File: src/rtl/slp_pkg.sv
package slp_pkg;

   typedef enum logic [2:0] {
      M_IDLE  = 3'b000,
      M_ADCNR = 3'b001,
      M_PDOWN = 3'b010,
      M_PSAVE = 3'b011,
      M_RSV4  = 3'b100,
      M_RSV5  = 3'b101,
      M_STBY  = 3'b110,
      M_XSTBY = 3'b111
   } slp_mode_e;

   typedef enum logic [1:0] {
      ST_RUN   = 2'd0,
      ST_SLEEP = 2'd1,
      ST_START = 2'd2
   } slp_state_e;

   typedef enum logic [1:0] {
      DLY_NONE = 2'd0,
      DLY_SLOW = 2'd1,
      DLY_FAST = 2'd2
   } slp_dly_e;

   typedef struct packed {
      logic     io_on;
      logic     async_on;
      logic     sync_wake;
      logic     idle_like;
      slp_dly_e dly;
   } slp_policy_t;

   function automatic logic mode_starts_adc(input logic [2:0] m);
      return (m == M_IDLE) || (m == M_ADCNR) || (m == M_RSV4) || (m == M_RSV5);
   endfunction

endpackage

File: src/rtl/slp_mode_decode.sv
module slp_mode_decode
   import slp_pkg::*;
(
   input  slp_mode_e   mode,
   output slp_policy_t pol
);

   always_comb begin
      pol = '{io_on: 1'b0, async_on: 1'b0, sync_wake: 1'b0,
              idle_like: 1'b0, dly: DLY_NONE};
      unique case (mode)
         M_IDLE, M_RSV4, M_RSV5: begin
            pol.io_on     = 1'b1;
            pol.async_on  = 1'b1;
            pol.sync_wake = 1'b1;
            pol.idle_like = 1'b1;
         end
         M_ADCNR: begin
            pol.async_on  = 1'b1;
            pol.sync_wake = 1'b1;
         end
         M_PDOWN: pol.dly = DLY_SLOW;
         M_PSAVE: begin
            pol.async_on = 1'b1;
            pol.dly      = DLY_SLOW;
         end
         M_STBY:  pol.dly = DLY_FAST;
         M_XSTBY: begin
            pol.async_on = 1'b1;
            pol.dly      = DLY_FAST;
         end
         default: pol.dly = DLY_NONE;
      endcase
   end

endmodule

File: src/rtl/slp_wake_filter.sv
module slp_wake_filter #(
   parameter int N_SYNC   = 4,
   parameter int N_EXT_LO = 4,
   parameter int N_EXT_HI = 4
) (
   input  logic                sync_ok,
   input  logic                async_ok,
   input  logic                idle_like,
   input  logic [N_SYNC-1:0]   irq_sync,
   input  logic                irq_async,
   input  logic [N_EXT_LO-1:0] irq_ext_lo,
   input  logic [N_EXT_HI-1:0] irq_ext_hi,
   input  logic [N_EXT_HI-1:0] ext_hi_level,
   input  logic                trx_wake,
   input  logic                trx_osc_en,
   output logic                wake_req
);

   logic [N_EXT_HI-1:0] hi_ok;

   for (genvar i = 0; i < N_EXT_HI; i++) begin : g_hi
      assign hi_ok[i] = irq_ext_hi[i] & (idle_like | ext_hi_level[i]);
   end

   assign wake_req = (sync_ok & (|irq_sync))
                   | (async_ok & irq_async)
                   | (|irq_ext_lo)
                   | (|hi_ok)
                   | (trx_wake & trx_osc_en);

endmodule

File: src/rtl/slp_startup_timer.sv
module slp_startup_timer #(
   parameter int CNT_W = 5
) (
   input  logic             clk,
   input  logic             rst_n,
   input  logic             load,
   input  logic [CNT_W-1:0] load_val,
   output logic             zero
);

   logic [CNT_W-1:0] cnt_q;

   always_ff @(posedge clk or negedge rst_n) begin
      if (!rst_n)              cnt_q <= '0;
      else if (load)           cnt_q <= load_val;
      else if (cnt_q != '0)    cnt_q <= cnt_q - 1'b1;
   end

   assign zero = (cnt_q == '0);

endmodule

File: src/rtl/slp_ctrl.sv
module slp_ctrl
   import slp_pkg::*;
#(
   parameter int N_SYNC   = 4,
   parameter int N_EXT_LO = 4,
   parameter int N_EXT_HI = 4,
   parameter int SLOW_DLY = 16,
   parameter int FAST_DLY = 6
) (
   input  logic                clk,
   input  logic                rst_n,
   input  logic                sleep_en,
   input  logic [2:0]          mode_sel,
   input  logic                sleep_strobe,
   input  logic                adc_en,
   input  logic                ext_rst,
   input  logic [N_SYNC-1:0]   irq_sync,
   input  logic                irq_async,
   input  logic [N_EXT_LO-1:0] irq_ext_lo,
   input  logic [N_EXT_HI-1:0] irq_ext_hi,
   input  logic [N_EXT_HI-1:0] ext_hi_level,
   input  logic                trx_wake,
   input  logic                trx_osc_en,
   output logic                clk_cpu_en,
   output logic                clk_flash_en,
   output logic                clk_io_en,
   output logic                clk_async_en,
   output logic                core_halt,
   output logic                adc_start,
   output logic                wake_irq,
   output logic                wake_rst
);

   localparam int HOLD_EXTRA = 4;
   localparam int CNT_W      = $clog2(SLOW_DLY + HOLD_EXTRA);
   localparam logic [CNT_W-1:0] LD_NONE = CNT_W'(HOLD_EXTRA - 1);
   localparam logic [CNT_W-1:0] LD_SLOW = CNT_W'(SLOW_DLY + HOLD_EXTRA - 1);
   localparam logic [CNT_W-1:0] LD_FAST = CNT_W'(FAST_DLY + HOLD_EXTRA - 1);

   if (SLOW_DLY <= FAST_DLY) begin : g_bad_dly
      $error("slp_ctrl: SLOW_DLY must be larger than FAST_DLY");
   end
   if (FAST_DLY < 0) begin : g_bad_fast
      $error("slp_ctrl: FAST_DLY must not be negative");
   end
   if (N_SYNC < 1 || N_EXT_LO < 1 || N_EXT_HI < 1) begin : g_bad_width
      $error("slp_ctrl: interrupt vectors need at least one line");
   end

   slp_state_e       state_q;
   slp_mode_e        mode_q;
   slp_policy_t      pol;
   logic             adc_q, wirq_q, wrst_q;
   logic             wake_req, tmr_zero, tmr_load;
   logic [CNT_W-1:0] tmr_val;

   slp_mode_decode i_dec (
      .mode (mode_q),
      .pol  (pol)
   );

   slp_wake_filter #(
      .N_SYNC   (N_SYNC),
      .N_EXT_LO (N_EXT_LO),
      .N_EXT_HI (N_EXT_HI)
   ) i_filt (
      .sync_ok      (pol.sync_wake),
      .async_ok     (pol.async_on),
      .idle_like    (pol.idle_like),
      .irq_sync     (irq_sync),
      .irq_async    (irq_async),
      .irq_ext_lo   (irq_ext_lo),
      .irq_ext_hi   (irq_ext_hi),
      .ext_hi_level (ext_hi_level),
      .trx_wake     (trx_wake),
      .trx_osc_en   (trx_osc_en),
      .wake_req     (wake_req)
   );

   always_comb begin
      unique case (pol.dly)
         DLY_SLOW: tmr_val = LD_SLOW;
         DLY_FAST: tmr_val = LD_FAST;
         default:  tmr_val = LD_NONE;
      endcase
   end

   assign tmr_load = (state_q == ST_SLEEP) && !ext_rst && wake_req;

   slp_startup_timer #(.CNT_W(CNT_W)) i_tmr (
      .clk      (clk),
      .rst_n    (rst_n),
      .load     (tmr_load),
      .load_val (tmr_val),
      .zero     (tmr_zero)
   );

   always_ff @(posedge clk or negedge rst_n) begin
      if (!rst_n) begin
         state_q <= ST_RUN;
         mode_q  <= M_IDLE;
         adc_q   <= 1'b0;
         wirq_q  <= 1'b0;
         wrst_q  <= 1'b0;
      end else begin
         adc_q  <= 1'b0;
         wirq_q <= 1'b0;
         wrst_q <= 1'b0;
         unique case (state_q)
            ST_RUN: begin
               if (sleep_strobe && sleep_en) begin
                  state_q <= ST_SLEEP;
                  mode_q  <= slp_mode_e'(mode_sel);
                  adc_q   <= adc_en && mode_starts_adc(mode_sel);
               end
            end
            ST_SLEEP: begin
               if (ext_rst) begin
                  state_q <= ST_RUN;
                  wrst_q  <= 1'b1;
               end else if (wake_req) begin
                  state_q <= ST_START;
               end
            end
            ST_START: begin
               if (ext_rst) begin
                  state_q <= ST_RUN;
                  wrst_q  <= 1'b1;
               end else if (tmr_zero) begin
                  state_q <= ST_RUN;
                  wirq_q  <= 1'b1;
               end
            end
            default: state_q <= ST_RUN;
         endcase
      end
   end

   logic running;
   assign running      = (state_q == ST_RUN);
   assign core_halt    = !running;
   assign clk_cpu_en   = running;
   assign clk_flash_en = running;
   assign clk_io_en    = running | pol.io_on;
   assign clk_async_en = running | pol.async_on;
   assign adc_start    = adc_q;
   assign wake_irq     = wirq_q;
   assign wake_rst     = wrst_q;

endmodule

File: config.mk
export PLATFORM = sky130hd
export DESIGN_NAME = slp_ctrl
export DESIGN_NICKNAME = d
export VERILOG_FILES = /design/src/rtl/slp_pkg.sv /design/src/rtl/slp_mode_decode.sv /design/src/rtl/slp_wake_filter.sv /design/src/rtl/slp_startup_timer.sv /design/src/rtl/slp_ctrl.sv
export SDC_FILE = /design/constraint.sdc
export NUM_CORES = 1
export LEC_CHECK = 0
export BUFFER_PORTS_ARGS = -buffer_cell sky130_fd_sc_hd__buf_2
export CAP_MARGIN = 20
export CORE_MARGIN = 2
export CORE_UTILIZATION = 49
export DETAILED_ROUTE_END_ITERATION = 16
export GPL_TIMING_DRIVEN = 0
export MAX_ROUTING_LAYER = met4
export PLACE_DENSITY = 0.8
export SLEW_MARGIN = 20
export SYNTH_ARGS = -nofsm -noshare
export SYNTH_HDL_FRONTEND = slang
export SYNTH_SLANG_ARGS = --single-unit
export TNS_END_PERCENT = 20
File: constraint.sdc
create_clock -name clk -period 2.2 [get_ports clk]
set_input_delay 0.22 -clock clk [delete_from_list [all_inputs] [get_ports clk]]
set_output_delay 0.22 -clock clk [all_outputs]
set_load 0.05 [all_outputs]
; Word level (Yosys, flattened, before mapping)
; Index checks and enable logic that the tools add are counted.
[totals]
ff_bits = 13
elab_cells = 87
[classes]
reduce_logical = 26
muxes = 20
add_sub_neg = 1
bitwise_logic = 17
eq_ne = 17
[ops]
columns = op, count
row1 = equality test 3 bit (second input constant), 6
row2 = OR reduction 4 bit, 4
row3 = two-way mux 1 bit, 10
row4 = two-way mux 2 bit, 5
row5 = two-way mux 5 bit, 2
row6 = bitwise OR 1 bit, 10
row7 = one-hot mux 5 bit (2 select lines), 1
row8 = bitwise AND 1 bit, 7
row9 = equality test 3 x 1 -> 1 bit (second input constant), 2
row10 = equality test 3 x 2 -> 1 bit (second input constant), 2
row11 = logical NOT 3 bit, 2
row12 = one-hot mux 2 bit (3 select lines), 1
row13 = OR reduction 2 bit, 3
row14 = OR reduction 6 bit, 1
row15 = logical NOT 5 bit, 1
row16 = nonzero test 5 bit, 1
row17 = subtractor 5 x 1 -> 5 bit (second input constant), 1
row18 = equality test 2 x 1 -> 1 bit (second input constant), 2
row19 = equality test 2 bit (second input constant), 2
row20 = logical AND 1 bit, 4
row21 = one-hot mux 2 bit (2 select lines), 1
row22 = logical OR 1 bit, 3
row23 = != test 3 x 2 -> 1 bit (second input constant), 1
row24 = != test 3 bit (second input constant), 1
row25 = other kinds (7), 8

; Logic depth before layout (Yosys ltp)
[logic_depth]
depth_word = 11
ltp_mapped = 6

; Modules after synthesis
; Synthesis repeated with hierarchy kept, for this count alone.
[unflattened]
cells_unflattened = 82
area_unflattened_um2 = 829.5
[modules_own_cells]
columns = mod, cells_per_inst, area_each_um2, instances
row1 = slp_ctrl, 41, 452.9, 1
row2 = slp_startup_timer, 27, 279.0, 1
row3 = slp_wake_filter, 7, 63.8, 1
row4 = slp_mode_decode, 7, 33.8, 1

; Least setup slack after synthesis
; Ideal clock, no wire load.
[synth_timing]
path_kind = register -> output
start = reg state_q[0]
end = out clk_io_en
t_arrival_ps = 2079
path_stages_with_launch = 5
slack_ps = -99
path_cell_list = dfrtp_1 > inv_1 > ha_1 > inv_1 > o21ai_0
[synth_between]
elab_chain_cells = 2
[synth_lines]
columns = item, line
row1 = start: declaration, slp_ctrl.sv:50  ; slp_state_e state_q;
row2 = start signal: assignment, slp_ctrl.sv:100  ; state_q <= ST_RUN;
row3 = start signal: assignment, slp_ctrl.sv:112  ; state_q <= ST_SLEEP;
row4 = start signal: assignment, slp_ctrl.sv:119  ; state_q <= ST_RUN;
row5 = logical NOT 2 bit, slp_ctrl.sv:140  ; assign running = (state_q == ST_RUN);
row6 = named net clk_cpu_en, slp_ctrl.sv:24  ; output logic clk_cpu_en,
row7 = bitwise OR 1 bit, slp_ctrl.sv:144  ; assign clk_io_en = running | pol.io_on;
row8 = end: declaration, slp_ctrl.sv:26  ; output logic clk_io_en,
; The timed path passes the listed nets, and every way through them passes these cells.

; Worst setup path in the final report
[layout_timing]
start = reg state_q[0]
end = out clk_async_en
[layout_between]
elab_chain_cells = 2
[layout_lines]
columns = item, line
row1 = logical NOT 2 bit, slp_ctrl.sv:140
row2 = bitwise OR 1 bit, slp_ctrl.sv:145  ; assign clk_async_en = running | pol.async_on;
row3 = end: declaration, slp_ctrl.sv:27  ; output logic clk_async_en,
; Every way passes these cells.

==> summary.md <==
| Metric | Value |
|---|---|
| Final period util | a little over four fifths |
| Post-synthesis mux area share | 9.38% |
| Worst Hold Depth | 2 |
| Ratio of cells with drive above 1 in the final layout | roughly 43% |
| Worst-path clk slew | roughly 0.080 ns |
| Core area | approximately 0.0016 mm2 |
| Startpoint Class | register |
| Final layout net count | 152 |
| Placed cells | 129 |
| Root Driver | clkbuf_4 |
| Compound-gate portion of the synthesized area | between 10% and 20% |
| Filler cells | 119 |
| Most numerous cell in the Yosys netlist | dfrtp_1 |
| Worst r2r path cells | 6 |
| Max Buffers Root-to-Sink | 2 |
| Skew-Pair Late Insertion Delay | approximately 0.28 ns |
| Area of the multi-input gates | slightly below 500 um2 |
| Worst-path cell chain | inv_1 -> ha_1 -> or3_1 -> buf_2 |
| Worst VDD drop | roughly 0.7 mV |
| Power Dens Cells | between 1000 and 1500 mW/mm2 |
| Post-synth top cells | dfrtp_1, inv_1, nand2_1 |
| Max-slew violations | 0 |
| Drt first-iter violations | 15 |
| Max Clock Freq | 540 MHz |
| Largest family of logic cells by synthesized area | simple AND/OR/NAND/NOR gates |
| DP Wirelength | ~1500 um |
| Residual DRC count | 0 |
| Die W | approximately 45 um |
| Tightest Pin Transition | 0.437 ns |
| GR Overflow Total | 0 |
| Max-cap check violation count | 0 |
| GRT Total Usage | slightly above 20% |
| CP arrival | between 1.5 and 2 ns |
| Largest area contributor in the netlist | dfrtp_1 |
| Worst flop-to-flop path startpoint | i_tmr.cnt_q[0] |
| Synthesized area per cell | 10.8 um2 |
| Synth Area in XOR/XNOR | roughly 3.1% |
| Skew final | around 0.0074 ns |
| Initial antenna violation count | 0 |
| Non-filler cells, final | around 130 |
| Mapped Area | around 840 um2 |
| Chip height | ~45 um |
| Antenna cells | 0 |
| Fraction of the mapped netlist area in adder cells | around 7.4% |
| Worst slew margin | between 70% and 80% |
| Htree depth | 1 |
| Site row count | 14 |
| I/O pins | 36 |
| Hold Path Class | in -> reg |
| Hold Startpoint | mode_sel[1] |
| Number of global-route vias before repair | 691 |
| Initial core utilization | a little over half |
| Critical path class | reg -> out |
| Final Hold Viols | 0 |
| Worst stage delay on the critical path | between 0.3 and 0.4 ns |
| Static Leakage | 0.556 nW |
| Worst path slowest cell | dfrtp_1 |
| Setup-failing EPs final | 0 |
| TritonCTS clock tree | done |
| Drt wl/cell | 13.4 um |
| CP max FO | 7 |
| Ys async rst share | 100% |
| Die area | approximately 0.0021 mm2 |
| Status | finished clean |
| Sequential area share after synthesis | about 39% |
| Syn Inst Count | 78 |
| DR vias/cell | between 5 and 6 |
| Syn. warnings | 0 |
| Initial DRT Pass Iterations | 4 |
| CP endpoint kind | primary output |
| Synth area leaders | dfrtp_1, ha_1, mux2_2 |
| PortBufs | 35 |
| Fin crit period | 1.85 ns |
| Power Total | between 1 and 1.5 mW |
| CTS buffer count | 3 |
| Net count after synthesis | 111 |
| Aggregate routed wire length | ~1800 um |
| Setup Total Neg Slack | 0 ns |
| Synth cell types | 32 |
| Worst path required time | 1.98 ns |
| Count of flip-flops with a built-in enable after synthesis | 0 |
| Top cell type's share of synthesized area | 38.7% |
| RSZ-0062 raised after global routing | no |
| Hold Crit Endpoint | adc_start |
| Final hold slack | 0.119 ns |
| Area Overhead vs Synth | 28.0% |
| First-pass GRT wire length | 2930 um |
| GPL Wtd Cong | 0.787 |
| R2R Setup Slk | 0.47 ns |
| Post-route ant nets | 0 |
| Pin count of the biggest net entering global routing | 14 |
| R2r endpoint | state_q[1] |
| Synth Register Bits | 13 |
| TritonCTS Sinks | 13 |
| Post-layout utilization of the core | about 69% |
| Post-Synth Simple-Gate Area | about 22% |
| Sequential standard cell area | roughly 330 um2 |
| Via count | about 740 |
| Post-synth top flop | dfrtp_1 |
==> power breakdown <==
group	switching (mW)	internal [mW]
Sequential	0.102	0.344
Clock	0.0779	0.0703
Combinational	0.549	0.346
Total	0.729	0.761
==> repair_timing <==
action / 4_1_cts / 5_1_grt
hold buffers: 1 / 0
hold endpoints to repair: 13 / 0
setup buffers: 0 / 0
resized for setup: 0 / 0
==> sequential cells by signal, summed over array words and instances (netlist names) <==
signal and count:
wake_irq 1, adc_start 1, state_q 2, mode_q 3, wake_rst 1, i_tmr.cnt_q 5
==> worst max-delay path: cells and delay by family (launching register included) <==
kind | cells | cell delay [ns]
fa+ha+maj | 1 | 0.31
buf+inv | 2 | 0.32
flops | 1 | 0.38
simple gates | 1 | 0.33
==> kinds of logic (layout without fill, tap and decap cells) <==
group           count (synthesis)  count (layout)
compound gates                 13              13
flops                          13              13
xor+xnor                        3               3
fa+ha+maj                       5               5
buf+inv                         8              48
simple gates                   29              29
mux                             7               7
==> routing by layer <==
layer	wire [um]	track usage, %	vias up
met3	115	2.78	4
met5	0	-	-
li1	-	-	360
met4	25	10.6	0
met1	744	22.4	337
met2	910	36.3	38
==> stage by stage <==
stage / worst slack (ns) / cell area (um2)
3_5_place_dp: 0.499 / 1040
4_1_cts: 0.364 / 1080
5_1_grt: 0.276 / 1080
2_1_floorplan: 0.192 / 845
6_report: 0.349 / 1080
3_3_place_gp: 0.546 / 1040
==> cell usage in the layout, fill, tap and decap left out, drive strengths merged, types with 4 or more instances in the layout <==
cell type / count
buf: 36
dfrtp: 13
inv: 7
nand2: 6
nand2b: 5
nor2: 5
ha: 5
mux2: 4
clkbuf: 4
==> area by class of cell <==
class | count | share of cell area [%]
repair buffers | 36 | 17.2
well taps | 16 | 1.86
plain buffers | 1 | 0.698
inverters | 7 | 2.44
flip-flops and latches | 13 | 30.2
clock buffers | 4 | 2.44
multi-input cells | 57 | 45.1
==> how the worst max path moves through the flow <==
stage | slack, ns | end | start | cells after the start
after floorplan | 0.19 | clk_io_en | state_q[0] | 4
after global placement | 0.55 | i_tmr.cnt_q[1] | irq_ext_lo[1] | 5
after detailed placement | 0.50 | state_q[1] | i_tmr.cnt_q[0] | 6
after CTS | 0.36 | clk_async_en | state_q[0] | 4
after global routing | 0.28 | clk_io_en | state_q[0] | 5
final | 0.35 | clk_async_en | state_q[0] | 4
(Power assumes the default switching activity.)
